$ cat src/rtl/wtap_pkg.sv
package wtap_pkg;

  typedef enum logic [2:0] {
    SRC_NONE  = 3'd0,
    SRC_STEP  = 3'd1,
    SRC_WRITE = 3'd2,
    SRC_XFER  = 3'd3,
    SRC_INIT  = 3'd4
  } wtap_src_e;

endpackage

$ cat src/rtl/wtap_rst_sync.sv
module wtap_rst_sync #(
  parameter int STAGES = 2
) (
  input  logic clk,
  input  logic rst_n,
  output logic srst_n
);

  logic [STAGES-1:0] sync_q;

  always_ff @(posedge clk or negedge rst_n) begin
    if (!rst_n) sync_q <= '0;
    else        sync_q <= {sync_q[STAGES-2:0], 1'b1};
  end

  assign srst_n = sync_q[STAGES-1];

endmodule

$ cat src/rtl/wtap_pos_ctrl.sv
module wtap_pos_ctrl
  import wtap_pkg::*;
#(
  parameter int W    = 8,
  parameter int NDR  = 4,
  localparam int SELW = (NDR > 1) ? $clog2(NDR) : 1
) (
  input  logic              clk,
  input  logic              srst_n,
  input  logic [NDR*W-1:0]  dr_bank_i,
  input  logic              xfer_req_i,
  input  logic [SELW-1:0]   xfer_sel_i,
  input  logic              wr_req_i,
  input  logic [W-1:0]      wr_data_i,
  input  logic              step_req_i,
  input  logic              step_up_i,
  output logic [W-1:0]      pos_o
);

  localparam logic [W-1:0] POS_MAX = '1;
  localparam logic [W-1:0] POS_MIN = '0;

  logic [W-1:0] dr_arr [NDR];

  genvar gi;
  generate
    for (gi = 0; gi < NDR; gi++) begin : g_dr
      assign dr_arr[gi] = dr_bank_i[gi*W +: W];
    end
  endgenerate

  logic         init_q;
  logic [W-1:0] pos_q;
  wtap_src_e    src;
  logic [W-1:0] pos_nxt;
  logic [W-1:0] step_val;
  logic         pos_en;

  // source selection in fixed precedence
  always_comb begin
    if (init_q)          src = SRC_INIT;
    else if (xfer_req_i) src = SRC_XFER;
    else if (wr_req_i)   src = SRC_WRITE;
    else if (step_req_i) src = SRC_STEP;
    else                 src = SRC_NONE;
  end

  always_comb begin
    if (step_up_i) step_val = (pos_q == POS_MAX) ? pos_q : pos_q + W'(1);
    else           step_val = (pos_q == POS_MIN) ? pos_q : pos_q - W'(1);
  end

  always_comb begin
    pos_en  = 1'b1;
    pos_nxt = pos_q;
    unique case (src)
      SRC_INIT:  pos_nxt = dr_arr[0];
      SRC_XFER:  pos_nxt = dr_arr[xfer_sel_i];
      SRC_WRITE: pos_nxt = wr_data_i;
      SRC_STEP:  pos_nxt = step_val;
      default:   pos_en  = 1'b0;
    endcase
  end

  always_ff @(posedge clk or negedge srst_n) begin
    if (!srst_n) init_q <= 1'b1;
    else         init_q <= 1'b0;
  end

  always_ff @(posedge clk or negedge srst_n) begin
    if (!srst_n)     pos_q <= '0;
    else if (pos_en) pos_q <= pos_nxt;
  end

  assign pos_o = pos_q;

  // first cycle out of reset loads stored value 0
  a_r2_init_load: assert property (@(posedge clk) disable iff (!srst_n)
    init_q |=> pos_q == $past(dr_bank_i[W-1:0]));

  // copy wins over write and step
  a_r4_xfer_load: assert property (@(posedge clk) disable iff (!srst_n)
    (xfer_req_i && !init_q) |=> pos_q == $past(dr_bank_i[xfer_sel_i*W +: W]));

  // write wins over step
  a_r3_write_load: assert property (@(posedge clk) disable iff (!srst_n)
    (wr_req_i && !xfer_req_i && !init_q) |=> pos_q == $past(wr_data_i));

  // no wrap at either end
  a_r6_sat_high: assert property (@(posedge clk) disable iff (!srst_n)
    (step_req_i && step_up_i && pos_q == POS_MAX && !wr_req_i && !xfer_req_i && !init_q)
    |=> pos_q == POS_MAX);

  a_r6_sat_low: assert property (@(posedge clk) disable iff (!srst_n)
    (step_req_i && !step_up_i && pos_q == POS_MIN && !wr_req_i && !xfer_req_i && !init_q)
    |=> pos_q == POS_MIN);

  // idle holds
  a_r9_hold: assert property (@(posedge clk) disable iff (!srst_n)
    !(init_q || xfer_req_i || wr_req_i || step_req_i) |=> $stable(pos_q));

endmodule

$ cat src/rtl/wtap_decode.sv
module wtap_decode #(
  parameter int W = 8,
  localparam int TAPS = 1 << W
) (
  input  logic            clk,
  input  logic            srst_n,
  input  logic [W-1:0]    pos_i,
  output logic [TAPS-1:0] tap_o
);

  localparam logic [TAPS-1:0] TAP_RST = TAPS'(1);

  logic [TAPS-1:0] tap_nxt;
  logic [TAPS-1:0] tap_q;

  genvar gi;
  generate
    for (gi = 0; gi < TAPS; gi++) begin : g_tap
      assign tap_nxt[gi] = (pos_i == W'(gi));
    end
  endgenerate

  always_ff @(posedge clk or negedge srst_n) begin
    if (!srst_n) tap_q <= TAP_RST;
    else         tap_q <= tap_nxt;
  end

  assign tap_o = tap_q;

  // never zero or several switches on
  a_r1_one_tap: assert property (@(posedge clk) disable iff (!srst_n)
    $countones(tap_q) == 1);

endmodule

$ cat src/rtl/wiper_tap_reg.sv
module wiper_tap_reg #(
  parameter int W   = 8,
  parameter int NDR = 4,
  localparam int SELW = (NDR > 1) ? $clog2(NDR) : 1,
  localparam int TAPS = 1 << W
) (
  input  logic              clk,
  input  logic              rst_n,
  input  logic [NDR*W-1:0]  dr_bank_i,
  input  logic              xfer_req_i,
  input  logic [SELW-1:0]   xfer_sel_i,
  input  logic              wr_req_i,
  input  logic [W-1:0]      wr_data_i,
  input  logic              step_req_i,
  input  logic              step_up_i,
  output logic [W-1:0]      pos_o,
  output logic [TAPS-1:0]   tap_sel_o
);

  logic srst_n;

  wtap_rst_sync #(.STAGES(2)) u_rst (
    .clk    (clk),
    .rst_n  (rst_n),
    .srst_n (srst_n)
  );

  wtap_pos_ctrl #(.W(W), .NDR(NDR)) u_ctrl (
    .clk        (clk),
    .srst_n     (srst_n),
    .dr_bank_i  (dr_bank_i),
    .xfer_req_i (xfer_req_i),
    .xfer_sel_i (xfer_sel_i),
    .wr_req_i   (wr_req_i),
    .wr_data_i  (wr_data_i),
    .step_req_i (step_req_i),
    .step_up_i  (step_up_i),
    .pos_o      (pos_o)
  );

  wtap_decode #(.W(W)) u_dec (
    .clk    (clk),
    .srst_n (srst_n),
    .pos_i  (pos_o),
    .tap_o  (tap_sel_o)
  );

  // tap select reflects the position of the previous cycle
  a_r8_tap_lag: assert property (@(posedge clk) disable iff (!srst_n)
    $rose(srst_n) || (tap_sel_o == (TAPS'(1) << $past(pos_o))));

endmodule

$ cat config.mk
export PLATFORM = sky130hd
export DESIGN_NAME = wiper_tap_reg
export DESIGN_NICKNAME = d
export VERILOG_FILES = /design/src/rtl/wtap_pkg.sv /design/src/rtl/wtap_rst_sync.sv /design/src/rtl/wtap_pos_ctrl.sv /design/src/rtl/wtap_decode.sv /design/src/rtl/wiper_tap_reg.sv
export SDC_FILE = /design/constraint.sdc
export NUM_CORES = 1
export LEC_CHECK = 0
export BUFFER_PORTS_ARGS = -buffer_cell sky130_fd_sc_hd__buf_4
export CAP_MARGIN = 5
export CORE_MARGIN = 4
export CORE_UTILIZATION = 49
export DETAILED_ROUTE_END_ITERATION = 10
export PLACE_DENSITY = 0.79
export SLEW_MARGIN = 10
export SYNTH_ARGS = -nofsm -noshare
export SYNTH_HDL_FRONTEND = slang
export SYNTH_SLANG_ARGS = --single-unit
$ cat constraint.sdc
create_clock -name clk -period 11.2 [get_ports clk]
set_input_delay 0 -clock clk [delete_from_list [all_inputs] [get_ports clk]]
set_output_delay 0 -clock clk [all_outputs]
set_load 0.01 [all_outputs]
==> metrics <==
Slew Limit Fails 0; # fillers 1,211; Core Rows 48; # diodes 0; total power about 2.0 mW; post-synth design cell area 0.00884 mm²; Antenna Violating Nets Remaining 0; Critical Path Sink Type flop; final setup TNS 0 ns; DRC 0; GRT Residual Overflow 0; crit path max-delay cell type or4_1; fmax around 310 MHz; register area 0.00669 mm²; 1st-pass router iterations 7; Initial DRC Count 354; CTS resizes 0; ratio of cells with drive above 1 in the final layout 34.4%; min cycle time layout 3.21 ns; hpwl dp 18,300 µm; Pleak 6.34 nW; CP Launch Type flop; DIE AREA about 0.020 mm²; RSZ-0062 raised after global routing false; layout net count 1,089; Die X between 100 and 150 µm; Syn Nets 781; # setup viols final 0; Crit Path Category reg -> reg; gr usage total 25.7%; starting density of the core 50.6%; worst-path cell chain or4_1, or4b_1, o211ai_2, o31ai_1, dlygate4sd3_1; vias approximately 6,500; CP Buf/Inv Count 1; post-CTS setup buffer count 0; max incr delay on CP 0.93 ns; min-delay worst type in -> reg; Mapped Cells about 730; Final Hold Viols 0; via count of the first global-routing pass 6,902; Worst-Margin Slew just over 1 ns; core area 0.0175 mm²; TritonCTS clock tree built; CTS buffer count 25; crit share post-route between 20 and 30%; Internal ~1.5 mW; IO buf count 311; number of vias per cell 5.11; Root Driver clkbuf_16; #FFs+latches synth between 200 and 300; area delta synth->final 38.8%; Pwr Density 162 mW/mm²; register area share after synthesis 75.6%; sequential share of power 50.0%; Yosys cell types 36; pin count of the biggest net entering global routing between 80 and 90; Reg clk slew, reported paths 0.07 ns; worst-skew pair later-pin latency 0.52 ns; Clk pwr share 41.9%; Arr. time, crit path ~3.6 ns; final wirelength between 20,000 and 30,000 µm; Slew Limit Headroom ~33%; CTS sink count 267; first-pass GRT wire length about 40,000 µm; Max Root-Sink Buffers 3; CP delay by family, top simple AND/OR/NAND/NOR gates; H-tree depth 1; WL/cell slightly above 20 µm; switching power 0.478 mW; Avg Inst Size Synth 12.1 µm²; CP Max Fanout 17; outcome finished clean; MaxCap Viol Count 0; Net Sw Frac between 20% and 30%; Gate power share 8.2%; gpl congestion 0.830; multi-input logic area 0.00194 mm²; initial antenna violation count 0; skew final 0.0125 ns; IO Pins 312; worst vdd ir 0.118 mV; Synthesis Warnings 0; Data required, critical path 11.60 ns; die extent in y 142 µm
## cell usage in the layout, fill, tap and decap left out, drive strengths merged, types with 4 or more instances in the layout
master,n
a211oi,5
a21oi,7
a22oi,4
buf,314
clkbuf,38
clkinv,4
dfrtp,265
dlygate4sd3,15
ha,5
inv,6
mux2i,5
mux4,6
nand2,32
nand3,10
nor2,272
nor2b,9
nor3,7
o21ai,17
## power by group through the flow
stage | Sequential (mW) | Combinational [mW] | Clock (mW)
floorplan | 1.02 | 0.0776 | 0
global placement | 1.01 | 0.156 | 0
CTS | 0.995 | 0.164 | 0.845
detailed placement | 1.01 | 0.158 | 0
global route | 0.998 | 0.179 | 0.886
finish | 0.996 | 0.162 | 0.834
## worst paths after layout
path / slack, ns / cells after the start / from / endpoint
min reg2reg: 0.23 / 0 / u_rst.sync_q[1]$_DFF_PN0_ / u_dec.tap_o[140]$_DFF_PN0_
max in group asynchronous: 8.81 / 2 / u_rst.sync_q[1]$_DFF_PN0_ / u_dec.tap_o[87]$_DFF_PN0_
min: 0.01 / 4 / dr_bank_i[29] / u_ctrl.pos_o[5]$_DFFE_PN0P_
max: 7.99 / 5 / u_ctrl.pos_o[4]$_DFFE_PN0P_ / u_ctrl.pos_o[0]$_DFFE_PN0P_
max reg2reg: 7.99 / 5 / u_ctrl.pos_o[4]$_DFFE_PN0P_ / u_ctrl.pos_o[0]$_DFFE_PN0P_
min in group asynchronous: 0.23 / 0 / u_rst.sync_q[1]$_DFF_PN0_ / u_dec.tap_o[140]$_DFF_PN0_
## Yosys cell counts
library cell | instances | area (µm²)
a22oi_1 | 4 | 30.0
nand2_1 | 32 | 120
nor3b_1 | 1 | 7.51
o21ai_1 | 1 | 5.00
o21ai_0 | 16 | 80.1
conb_1 | 2 | 7.51
xor2_1 | 1 | 8.76
a21oi_1 | 7 | 35.0
nor2b_1 | 9 | 56.3
a211oi_1 | 5 | 37.5
o31ai_1 | 1 | 7.51
ha_1 | 5 | 62.6
inv_1 | 5 | 18.8
nand4_1 | 3 | 18.8
clkbuf_1 | 45 | 169
nor2_1 | 272 | 1020
o32ai_1 | 1 | 8.76
or4b_1 | 2 | 20.0
a2111oi_0 | 2 | 17.5
nor3_1 | 7 | 35.0
mux4_2 | 6 | 135
nand3_1 | 10 | 50.1
nand3b_1 | 1 | 7.51
o21a_1 | 1 | 7.51
buf_2 | 2 | 10.0
nand2b_1 | 3 | 18.8
o211ai_2 | 1 | 12.5
o32a_1 | 2 | 20.0
dfstp_2 | 2 | 52.6
dfrtp_1 | 265 | 6630
mux2i_1 | 5 | 50.1
buf_6 | 1 | 11.3
a221oi_1 | 2 | 17.5
or4_1 | 3 | 22.5
o211ai_1 | 2 | 15.0
and3b_1 | 1 | 8.76
## worst reg2reg max path, stage by stage (launching register included)
cell and delay [ns]:
dfrtp_1 0.53, or4_1 0.93, or4b_1 0.63, o211ai_2 0.24
o31ai_1 0.17, dlygate4sd3_1 0.59
## layer usage
layer  up-vias  GRT usage (%)  part of all wire, %
met4         0           8.45                  3.0
met3        50           7.02                  9.3
met1      3267           32.1                   38
met5         -              0                    0
li1       2902              -                    -
met2       320           44.0                   50
## flip-flops by register name (all words and copies together), names as in the netlist
signal,count
u_ctrl.init_q,1
u_ctrl.pos_o,8
u_rst.sync_q,2
u_dec.tap_o,256
## cell type report
type,count,share of cell area [%]
repair buffers,329,20.4
flip-flops and latches,267,54.5
clock inverters,7,0.633
multi-input cells,408,15.9
inverters,5,0.153
clock buffers,38,6.07
well taps,225,2.30
## logic make-up (layout without fill, tap and decap cells)
| group | Yosys count | in the layout | share of synthesized area [%] |
|---|---|---|---|
| and+or+nand+nor | 344 | 344 | 15.7 |
| adders and majority gates | 5 | 5 | 0.708 |
| buffers and inverters | 53 | 379 | 2.36 |
| AOI/OAI and AO/OA | 45 | 45 | 3.33 |
| muxes | 11 | 11 | 2.10 |
| DFF | 267 | 267 | 75.6 |
| other | 2 | 2 | 0.0850 |
| xor gates and xnor gates | 1 | 1 | 0.0991 |
## metrics by stage
step                cells  setup slack [ns]  hold WS [ns]  area, µm²  utilization (%)
floorplan             728              3.21        -0.296       8840                -
global placement     1219              8.64        -0.216      11300             64.6
detailed placement   1219              8.50        -0.215      11300             64.6
CTS                  1279              8.05       0.00286      12300             70.2
global route         1279              7.83        0.0615      12300             70.2
finish               1279              7.99        0.0148      12300             70.2
## what timing repair did
action                                  CTS  global route
endpoints found under the setup margin    0             0
endpoints found under the hold margin    10             0
hold buffers                             15             0
Power figures use the tool's default switching activity.
